--- config.mk ---
export PLATFORM = sky130hd
export DESIGN_NAME = servo_train
export DESIGN_NICKNAME = d
export VERILOG_FILES = /design/src/rtl/servo_pkg.sv /design/src/rtl/servo_width_bank.sv /design/src/rtl/servo_frame_seq.sv /design/src/rtl/servo_ppm_marker.sv /design/src/rtl/servo_train.sv
export SDC_FILE = /design/constraint.sdc
export NUM_CORES = 1
export LEC_CHECK = 0
export BUFFER_PORTS_ARGS = -buffer_cell sky130_fd_sc_hd__buf_4
export CAP_MARGIN = 5
export CORE_MARGIN = 2
export CORE_UTILIZATION = 45
export DETAILED_ROUTE_END_ITERATION = 10
export SYNTH_ARGS = -nofsm -noshare
export SYNTH_HDL_FRONTEND = slang
export SYNTH_SLANG_ARGS = --single-unit
--- constraint.sdc ---
create_clock -name clk -period 2.55 [get_ports clk]
set_input_delay 0.255 -clock clk [delete_from_list [all_inputs] [get_ports clk]]
set_output_delay 0.255 -clock clk [all_outputs]
set_load 0.05 [all_outputs]
--- src/rtl/servo_pkg.sv ---
package servo_pkg;

    // Which half of the frame the half-frame counter is currently in.
    typedef enum logic {
        HALF_FIRST  = 1'b0,
        HALF_SECOND = 1'b1
    } half_e;

endpackage

--- src/rtl/servo_width_bank.sv ---
module servo_width_bank #(
    parameter  int NUM_CH      = 6,
    parameter  int WIDTH_W     = 16,
    parameter  int RESET_WIDTH = 1500,
    localparam int SEL_W       = $clog2(NUM_CH + 1)
) (
    input  logic               clk,
    input  logic               rst_n,
    input  logic               wr_en,
    input  logic [SEL_W-1:0]   wr_sel,
    input  logic [WIDTH_W-1:0] wr_data,
    input  logic [SEL_W-1:0]   rd_sel,
    output logic [WIDTH_W-1:0] rd_width
);

    localparam logic [SEL_W-1:0] NUM_SEL = SEL_W'(NUM_CH);

    logic [WIDTH_W-1:0] width_q [NUM_CH];
    logic [WIDTH_W-1:0] width_d [NUM_CH];

    // Whole-word replacement in one cycle: no partial value ever exists.
    always_comb begin
        width_d = width_q;
        if (wr_en && (wr_sel < NUM_SEL)) begin
            width_d[wr_sel] = wr_data;
        end
    end

    always_ff @(posedge clk) begin
        if (!rst_n) begin
            for (int i = 0; i < NUM_CH; i++) begin
                width_q[i] <= WIDTH_W'(RESET_WIDTH);
            end
        end else begin
            width_q <= width_d;
        end
    end

    assign rd_width = (rd_sel < NUM_SEL) ? width_q[rd_sel] : '0;

    assert_write_lands_R6: assert property (@(posedge clk) disable iff (!rst_n)
        (wr_en && (wr_sel < NUM_SEL)) |=> (width_q[$past(wr_sel)] == $past(wr_data)));

endmodule

--- src/rtl/servo_frame_seq.sv ---
module servo_frame_seq
    import servo_pkg::*;
#(
    parameter  int NUM_CH   = 6,
    parameter  int WIDTH_W  = 16,
    parameter  int FRAME_US = 20000,
    localparam int HALF_US  = FRAME_US / 2,
    localparam int HC_W     = $clog2(HALF_US),
    localparam int SEL_W    = $clog2(NUM_CH + 1)
) (
    input  logic               clk,
    input  logic               rst_n,
    input  logic               tick_us,
    input  logic [WIDTH_W-1:0] slot_width,
    output logic [SEL_W-1:0]   next_sel,
    output logic               slot_start,
    output logic [NUM_CH-1:0]  pulse_o
);

    localparam logic [SEL_W-1:0] LAST_SLOT = SEL_W'(NUM_CH - 1);
    localparam logic [HC_W-1:0]  HALF_LAST = HC_W'(HALF_US - 1);

    typedef struct packed {
        logic [HC_W-1:0]    half_cnt;
        half_e              half;
        logic               active;
        logic [SEL_W-1:0]   slot;
        logic [WIDTH_W-1:0] remain;
    } seq_t;

    seq_t seq_q, seq_d;
    logic frame_start;

    always_comb begin
        frame_start = tick_us && (seq_q.half_cnt == HALF_LAST)
                      && (seq_q.half == HALF_SECOND);
        next_sel    = frame_start ? '0 : seq_q.slot + 1'b1;
        seq_d       = seq_q;
        slot_start  = 1'b0;
        if (tick_us) begin
            if (seq_q.half_cnt == HALF_LAST) begin
                seq_d.half_cnt = '0;
                seq_d.half     = (seq_q.half == HALF_FIRST) ? HALF_SECOND : HALF_FIRST;
            end else begin
                seq_d.half_cnt = seq_q.half_cnt + 1'b1;
            end
            if (frame_start) begin
                seq_d.active = 1'b1;
                seq_d.slot   = '0;
                seq_d.remain = slot_width;
                slot_start   = 1'b1;
            end else if (seq_q.active) begin
                if (seq_q.remain <= WIDTH_W'(1)) begin
                    if (seq_q.slot == LAST_SLOT) begin
                        seq_d.active = 1'b0;
                        seq_d.remain = '0;
                    end else begin
                        seq_d.slot   = seq_q.slot + 1'b1;
                        seq_d.remain = slot_width;
                        slot_start   = 1'b1;
                    end
                end else begin
                    seq_d.remain = seq_q.remain - 1'b1;
                end
            end
        end
    end

    always_ff @(posedge clk) begin
        if (!rst_n) begin
            seq_q <= '{half_cnt: '0, half: HALF_FIRST, active: 1'b0, slot: '0, remain: '0};
        end else begin
            seq_q <= seq_d;
        end
    end

    for (genvar ch = 0; ch < NUM_CH; ch++) begin : g_pulse
        assign pulse_o[ch] = seq_q.active && (seq_q.slot == SEL_W'(ch))
                             && (seq_q.remain != '0);
    end

    assert_frame_opens_slot0_R2: assert property (@(posedge clk) disable iff (!rst_n)
        frame_start |=> (seq_q.active && (seq_q.slot == '0)));

    assert_no_tick_no_count_R4: assert property (@(posedge clk) disable iff (!rst_n)
        !tick_us |=> $stable(seq_q.remain) && $stable(seq_q.slot));

endmodule

--- src/rtl/servo_ppm_marker.sv ---
module servo_ppm_marker #(
    parameter  int MARK_US = 400,
    localparam int MARK_W  = $clog2(MARK_US + 1)
) (
    input  logic clk,
    input  logic rst_n,
    input  logic tick_us,
    input  logic ppm_en,
    input  logic launch,
    output logic mark_o
);

    localparam logic [MARK_W-1:0] MARK_LOAD = MARK_W'(MARK_US);

    logic [MARK_W-1:0] cnt_q, cnt_d;

    // Own countdown: keeps running across slot boundaries, relaunched per slot.
    always_comb begin
        cnt_d = cnt_q;
        if (!ppm_en) begin
            cnt_d = '0;
        end else if (launch) begin
            cnt_d = MARK_LOAD;
        end else if (tick_us && (cnt_q != '0)) begin
            cnt_d = cnt_q - 1'b1;
        end
    end

    always_ff @(posedge clk) begin
        if (!rst_n) begin
            cnt_q <= '0;
        end else begin
            cnt_q <= cnt_d;
        end
    end

    assign mark_o = (cnt_q != '0);

    assert_marker_bounded_R9: assert property (@(posedge clk) disable iff (!rst_n)
        cnt_q <= MARK_LOAD);

    assert_marker_relaunch_R9: assert property (@(posedge clk) disable iff (!rst_n)
        (ppm_en && launch) |=> (cnt_q == MARK_LOAD));

endmodule

--- src/rtl/servo_train.sv ---
module servo_train #(
    parameter  int NUM_CH      = 6,
    parameter  int WIDTH_W     = 16,
    parameter  int FRAME_US    = 20000,
    parameter  int MARK_US     = 400,
    parameter  int RESET_WIDTH = 1500,
    localparam int SEL_W       = $clog2(NUM_CH + 1)
) (
    input  logic               clk,
    input  logic               rst_n,
    input  logic               tick_us,
    input  logic               ppm_en,
    input  logic               wr_en,
    input  logic [SEL_W-1:0]   wr_sel,
    input  logic [WIDTH_W-1:0] wr_data,
    output logic [NUM_CH-1:0]  servo_o
);

    logic [SEL_W-1:0]   next_sel;
    logic [WIDTH_W-1:0] slot_width;
    logic               slot_start;
    logic [NUM_CH-1:0]  pulse;
    logic               marker;

    servo_width_bank #(
        .NUM_CH(NUM_CH), .WIDTH_W(WIDTH_W), .RESET_WIDTH(RESET_WIDTH)
    ) u_bank (
        .clk(clk), .rst_n(rst_n), .wr_en(wr_en), .wr_sel(wr_sel),
        .wr_data(wr_data), .rd_sel(next_sel), .rd_width(slot_width)
    );

    servo_frame_seq #(
        .NUM_CH(NUM_CH), .WIDTH_W(WIDTH_W), .FRAME_US(FRAME_US)
    ) u_seq (
        .clk(clk), .rst_n(rst_n), .tick_us(tick_us), .slot_width(slot_width),
        .next_sel(next_sel), .slot_start(slot_start), .pulse_o(pulse)
    );

    servo_ppm_marker #(
        .MARK_US(MARK_US)
    ) u_mark (
        .clk(clk), .rst_n(rst_n), .tick_us(tick_us), .ppm_en(ppm_en),
        .launch(slot_start), .mark_o(marker)
    );

    always_comb begin
        servo_o = pulse;
        if (ppm_en) begin
            servo_o[NUM_CH-1] = marker;
        end
    end

    assert_single_pulse_R3: assert property (@(posedge clk) disable iff (!rst_n)
        $onehot0(pulse));

    assert_marker_at_slot_R8: assert property (@(posedge clk) disable iff (!rst_n)
        (ppm_en && slot_start) |=> (!ppm_en || servo_o[NUM_CH-1]));

endmodule

==> results of run 1 <==
[critical path: stages (launching register included)]
cell     delay, ps
dfxtp_2        320
inv_1           50
ha_2           170
or4b_4         470
or4b_4         500
nand2_2         80
o31ai_2         60
buf_6          160
[logic make-up after synthesis]
kind of cell / count (synthesis) / share of synthesized area
AND/OR/NAND/NOR: 424 / 0.282
AO/OA/AOI/OAI: 195 / 0.166
flip-flops: 140 / 0.400
buffers and inverters: 80 / 0.0473
XOR/XNOR: 33 / 0.0412
multiplexers: 33 / 0.0471
adder cells (fa/ha/maj): 9 / 0.0161
[per-layer routing]
metal  track usage  routed length, um
met1         0.337               9230
met2         0.380               8810
met3        0.0536               1150
met4        0.0831                369
met5             0                  0
[where the power goes]
part	internal (uW)	switching (uW)	total [uW]
registers	2230	25.1	2260
logic	80.6	152	233
clock network	1600	976	2580
total	3910	1150	5070
[final cells by class]
type / instances / area share
clock buffers: 20 / 0.0563
multi-input cells: 694 / 0.480
well taps: 188 / 0.0290
flip-flops and latches: 140 / 0.346
inverters: 12 / 0.00555
repair buffers: 65 / 0.0637
clock inverters: 12 / 0.0197
[path summary, 6_finish.rpt]
check | to | slack (ps) | cells past startpoint
setup / recovery | servo_o[5] | 70 | 7
hold / removal | u_bank.width_q[83] | 90 | 3
setup reg to reg | u_seq.seq_q[5] | 210 | 7
hold reg to reg | u_bank.width_q[59] | 450 | 2
[cell usage in the layout, fill, tap and decap left out, types with 4 or more instances in the layout]
master,netlist,final
o22ai_1,9,9
nor4_1,5,5
o211ai_1,8,8
nor2_1,48,47
inv_1,11,10
nor3b_1,4,4
o21ai_0,32,32
xnor2_1,19,19
xor2_1,14,14
ha_1,9,8
nor3_1,15,15
clkbuf_16,0,17
o31ai_1,6,5
mux2i_1,33,33
dfxtp_1,140,137
nor2b_1,7,7
o221ai_1,10,10
and2_1,8,8
a21oi_1,88,88
o21ai_1,14,13
or3_1,8,8
nand4_1,11,11
and3_1,7,7
buf_4,2,62
a211oi_1,7,7
nand2_1,228,227
nand3_1,54,54
nand2b_1,4,4
[repair_timing]
item,CTS,global route
setup buffers,2,2
gates resized for setup,7,3
pin swaps,2,3
endpoints found under the setup margin,1,9
endpoints found under the hold margin,0,0
[registers in the layout, indices dropped and copies added, names as in the netlist]
name and flops:
u_bank.width_q 96, u_mark.cnt_q 9, u_seq.seq_q 35
[through the flow]
step | utilization | cell area (um2) | setup TNS, ps
finish | 0.534 | 8120 | 0
global route | 0.534 | 8120 | -9.70
CTS | 0.533 | 8100 | 0
detailed placement | 0.490 | 7450 | 0
global placement | 0.490 | 7450 | 0
floorplan | - | 7010 | -454
==> results.md, run 1 <==
- Status: complete, no violations
- Overall power: 5070 uW
- Fillers: ~1400
- Clock transition at the registers of the reported paths: around 60 ps
- Top-area cell type share of the netlist area: 0.400
- EDFF count, synth: 0
- Worst hold slack: between 90 and 100 ps
- DRC: 0
- Crit path kind: flip-flop to output port
- Starting Density: 0.461
- Seq. cell area: about 2800 um2
- Final Cycle Share: 0.972
- Pin count of the biggest net entering global routing: between 60 and 70
- Area growth, synth to finish: 15.8%
- Seq cells post-synth: 140
- Placed insts: about 1100
- Final ANT Viol Nets: 0
- First-pass GRT wire length: around 32 mm
- I/O pin total: 30
- Initial antenna violation count: 0
- Cell taking the most area after synthesis: dfxtp_1
- Port Buf Inserts: 29
- Crit. End Element: output port
- FP Rows: 45
- Max Freq: between 400 and 500 MHz
- P_leak: 0.00317 uW
- Slew @ Worst Pin: between 700 and 800 ps
- Startpoint types: flip-flop
- Yosys cell types: 63
- CP max FO: 3
- Multi-input logic area: just under 4000 um2
- Sequential area share after synthesis: 0.400
- Most frequent cell after synthesis: nand2_1
- Wire per inst: 17.3 um
- Detail Placement HPWL: around 14 mm
- Final worst setup slack: 70.7 ps
- Worst flop-to-flop path startpoint: u_seq.seq_q[13]
- Clk buf depth: 2
- Post-synth top cells: 228 x nand2_1, 140 x dfxtp_1, 88 x a21oi_1
- H-tree level count: 4
- Vias per cell: between 5 and 6
- Layout Cells excl Fill: ~1100
- Avg Inst Size Synth: between 7 and 8 um2
- Number of diodes: 0
- Vias in the first global route: 6128
- Core ar.: approximately 15000 um2
- Crit path time final: between 2000 and 2500 ps
- Starting DRT DRC Count: a little over 600
- Worst hold path startpoint: wr_data[3]
- Pre-antenna DRT Iters: 5
- Die Area: 16600 um2
- Asr flop ratio synth: 0
- GR Overflow Total: 0
- YS warnings: 0
- Synth area leaders: dfxtp_1 40%, nand2_1 12%, a21oi_1 6.3%
- CTS Sinks: 140
- HP Class: primary input to flip-flop
- Vias: 6505
- Max-slew violation count: 0
- Maximum vdd drop: ~0.47 mV
- Chip Height: 129 um
- Root Buffer: clkbuf_16
- Die width: between 100 and 150 um
- Pre-CTS setup slack: roughly 260 ps
- Reported max-cap violation count: 0
- TritonCTS clock tree: yes
- Final setup viols: 0
- Clock skew: 8.44 ps
- Post-Syn Instances: 914
- Power Density: approximately 620 nW/um2
- Clk_lat worst skew: approximately 430 ps
- Slew headroom: 0.480
- Total GRT Usage: 0.245
- Share of post-route cells with drive strength above 1: 0.130
- Drt total wl: 19.6 mm
- Mapped Area: 7010 um2
- Critical path origin: u_mark.cnt_q[1]
- Hold Buf Count CTS: 0
- Critical Path AT: ~2200 ps
- GPL Wtd Cong: 0.937
- Final hold violation count: 0
- Top FF cell, synth: dfxtp_1
- Syn nets: between 900 and 1000
- CTS Buf Count: 17
- WP data required: 2300 ps
- Layout Nets: 963
(Power assumes the default switching activity.)
==> inputs of run 2 (changes only) <==
Settings changed: GPL_TIMING_DRIVEN from default to 0.
Clock period 2.55 ns to 2 ns, I/O delays scaled along.
==> run 2 against run 1 <==
The run now ends with setup timing left. Wire length grew 19%. Setup slack worse by 480 ps. Global-route usage is 4.0 points higher. Register-to-register slack lost 420 ps. Combinational power increased by 44%. Utilization up 8.4 points. Non-clock buffer count up 82. Highest routed layer unchanged. Final area grew 16%.
==> results.md, run 2 (same netlist as run 1, synthesis figures left out) <==
- Final ANT Viol Nets: 0
- Maximum vdd drop: ~0.63 mV
- Vias per cell: roughly 5.8
- FP Rows: 45
- Crit path kind: flip-flop to output port
- Final Cycle Share: 1.20
- Clk buf depth: 2
- Share of post-route cells with drive strength above 1: 0.246
- Max Freq: 416 MHz
- Placed insts: approximately 1100
- Pre-antenna DRT Iters: 8
- Crit. End Element: output port
- CP max FO: 3
- Layout Nets: approximately 1000
- Port Buf Inserts: 28
- Drt total wl: around 23 mm
- Layout Cells excl Fill: 1211
- Vias: between 7000 and 8000
- Finished Core Util: 0.618
- H-tree level count: 4
- Biggest regs: u_bank.width_q: 96 flops, u_seq.seq_q: 35 flops, u_mark.cnt_q: 9 flops
- Chip Height: between 100 and 150 um
- Failing checks: setup timing
- Initial antenna violation count: 0
- Die width: 129 um
- Final hold violation count: 0
- CTS Buf Count: 17
- RSZ-0062 raised after global routing: yes
- Worst flop-to-flop path startpoint: u_seq.seq_q[20]
- Status: finished, violations left
- Hold Buf Count CTS: 0
- Power Density: 693 nW/um2
- Largest register FFs: 96
- HP Class: primary input to flip-flop
- Number of diodes: 0
- Clock skew: between 10 and 15 ps
- TritonCTS clock tree: yes
- Largest Register: u_bank.width_q
- CTS Sinks: 140
- Critical path origin: u_mark.cnt_q[1]
- Root Buffer: clkbuf_16
- Reported max-cap violation count: 0
- Pin count of the biggest net entering global routing: 17
- P_leak: roughly 0.0037 uW
- Total GRT Usage: 0.284
- Slew @ Worst Pin: roughly 750 ps
- Worst hold slack: about 31 ps
- Max-slew violation count: 0
- Core ar.: ~15000 um2
- Clock transition at the registers of the reported paths: around 60 ps
- Area growth, synth to finish: 34.0%
- Most frequent cells in the layout: 222 x nand2_1, 121 x dfxtp_1, 77 x a21oi_1
- GPL Wtd Cong: 0.944
- Vias in the first global route: between 6000 and 7000
- Slew headroom: 0.498
- GR Overflow Total: 0
- Startpoint types: flip-flop
- I/O pin total: 30
- Starting Density: 0.461
- First-pass GRT wire length: 35.9 mm
- Crit path time final: about 2400 ps
- Worst hold path startpoint: wr_data[3]
- DRC: 0
- Die Area: approximately 17000 um2
- Commonest non-fill, non-tap cell in the layout: nand2_1
- Starting DRT DRC Count: around 660
- Detail Placement HPWL: between 15 and 20 mm
- Wire per inst: around 19 um
- Critical Path AT: between 2000 and 2500 ps
- Final setup viols: 31
- Clk_lat worst skew: ~430 ps
- WP data required: ~1800 ps
- Final worst setup slack: -406 ps
[run 2: cell count changes in the layout (fill, tap and decap cells not counted), sizes merged]
| cell | previous run | this run |
|---|---|---|
| buf | 65 | 96 |
| clkbuf | 20 | 72 |
| clkdlybuf4s15 | 0 | 1 |
| clkinv | 5 | 0 |
| clkinvlp | 1 | 2 |
[run 2: through the flow]
stage	TNS [ps]	total power, uW	setup WS (ps)	area (um2)
2_1_floorplan	-278	3100	-99.0	7160
3_3_place_gp	-13340	3250	-625	7600
3_5_place_dp	-13620	3250	-654	7600
4_1_cts	-2660	6530	-423	9180
5_1_grt	-6170	6680	-454	9390
6_report	-4190	6510	-406	9390
[run 2: worst paths after layout]
path | end | slack, ps | cells past startpoint
setup / recovery | servo_o[5] | -410 | 7
hold / removal | u_bank.width_q[35] | 30 | 3
setup reg to reg | u_seq.seq_q[5] | -210 | 6
hold reg to reg | u_bank.width_q[37] | 450 | 2
[run 2: what timing repair did]
action,in CTS,in global routing
pin swaps,41,19
gates resized for setup,136,39
cloned,3,0
setup endpoints to repair,45,34
setup buffers,45,8
[run 2: power by group]
| part | switching, uW | internal [uW] |
|---|---|---|
| logic | 223 | 112 |
| registers | 35.1 | 2840 |
| clock network | 1240 | 2060 |
[run 2: routing by layer]
metal / share of wire / routed length (um) / vias to the layer above / GRT usage
met4: 0.026 / 599 / 0 / 0.103
li1: - / - / 3363 / -
met2: 0.45 / 10400 / 279 / 0.434
met1: 0.45 / 10500 / 3313 / 0.399
met5: 0 / 0 / - / 0
met3: 0.079 / 1840 / 49 / 0.0582
[run 2: area by class of cell]
| cell class | instances | area [um2] |
|---|---|---|
| plain buffers | 63 | 470 |
| well taps | 188 | 235 |
| clock inverters | 8 | 131 |
| clock buffers | 22 | 474 |
| multi-input cells | 694 | 4430 |
| inverters | 12 | 45.0 |
| fillers | 1348 | 5810 |
| flip-flops and latches | 140 | 2840 |
| repair buffers | 84 | 767 |
[run 2: worst max-delay path, stage by stage, from the launching register on]
cell and delay, ps:
dfxtp_2 320, inv_2 60, ha_4 130, or4b_4 460, or4b_4 520, nand2_4 80
o31ai_4 60, buf_6 150
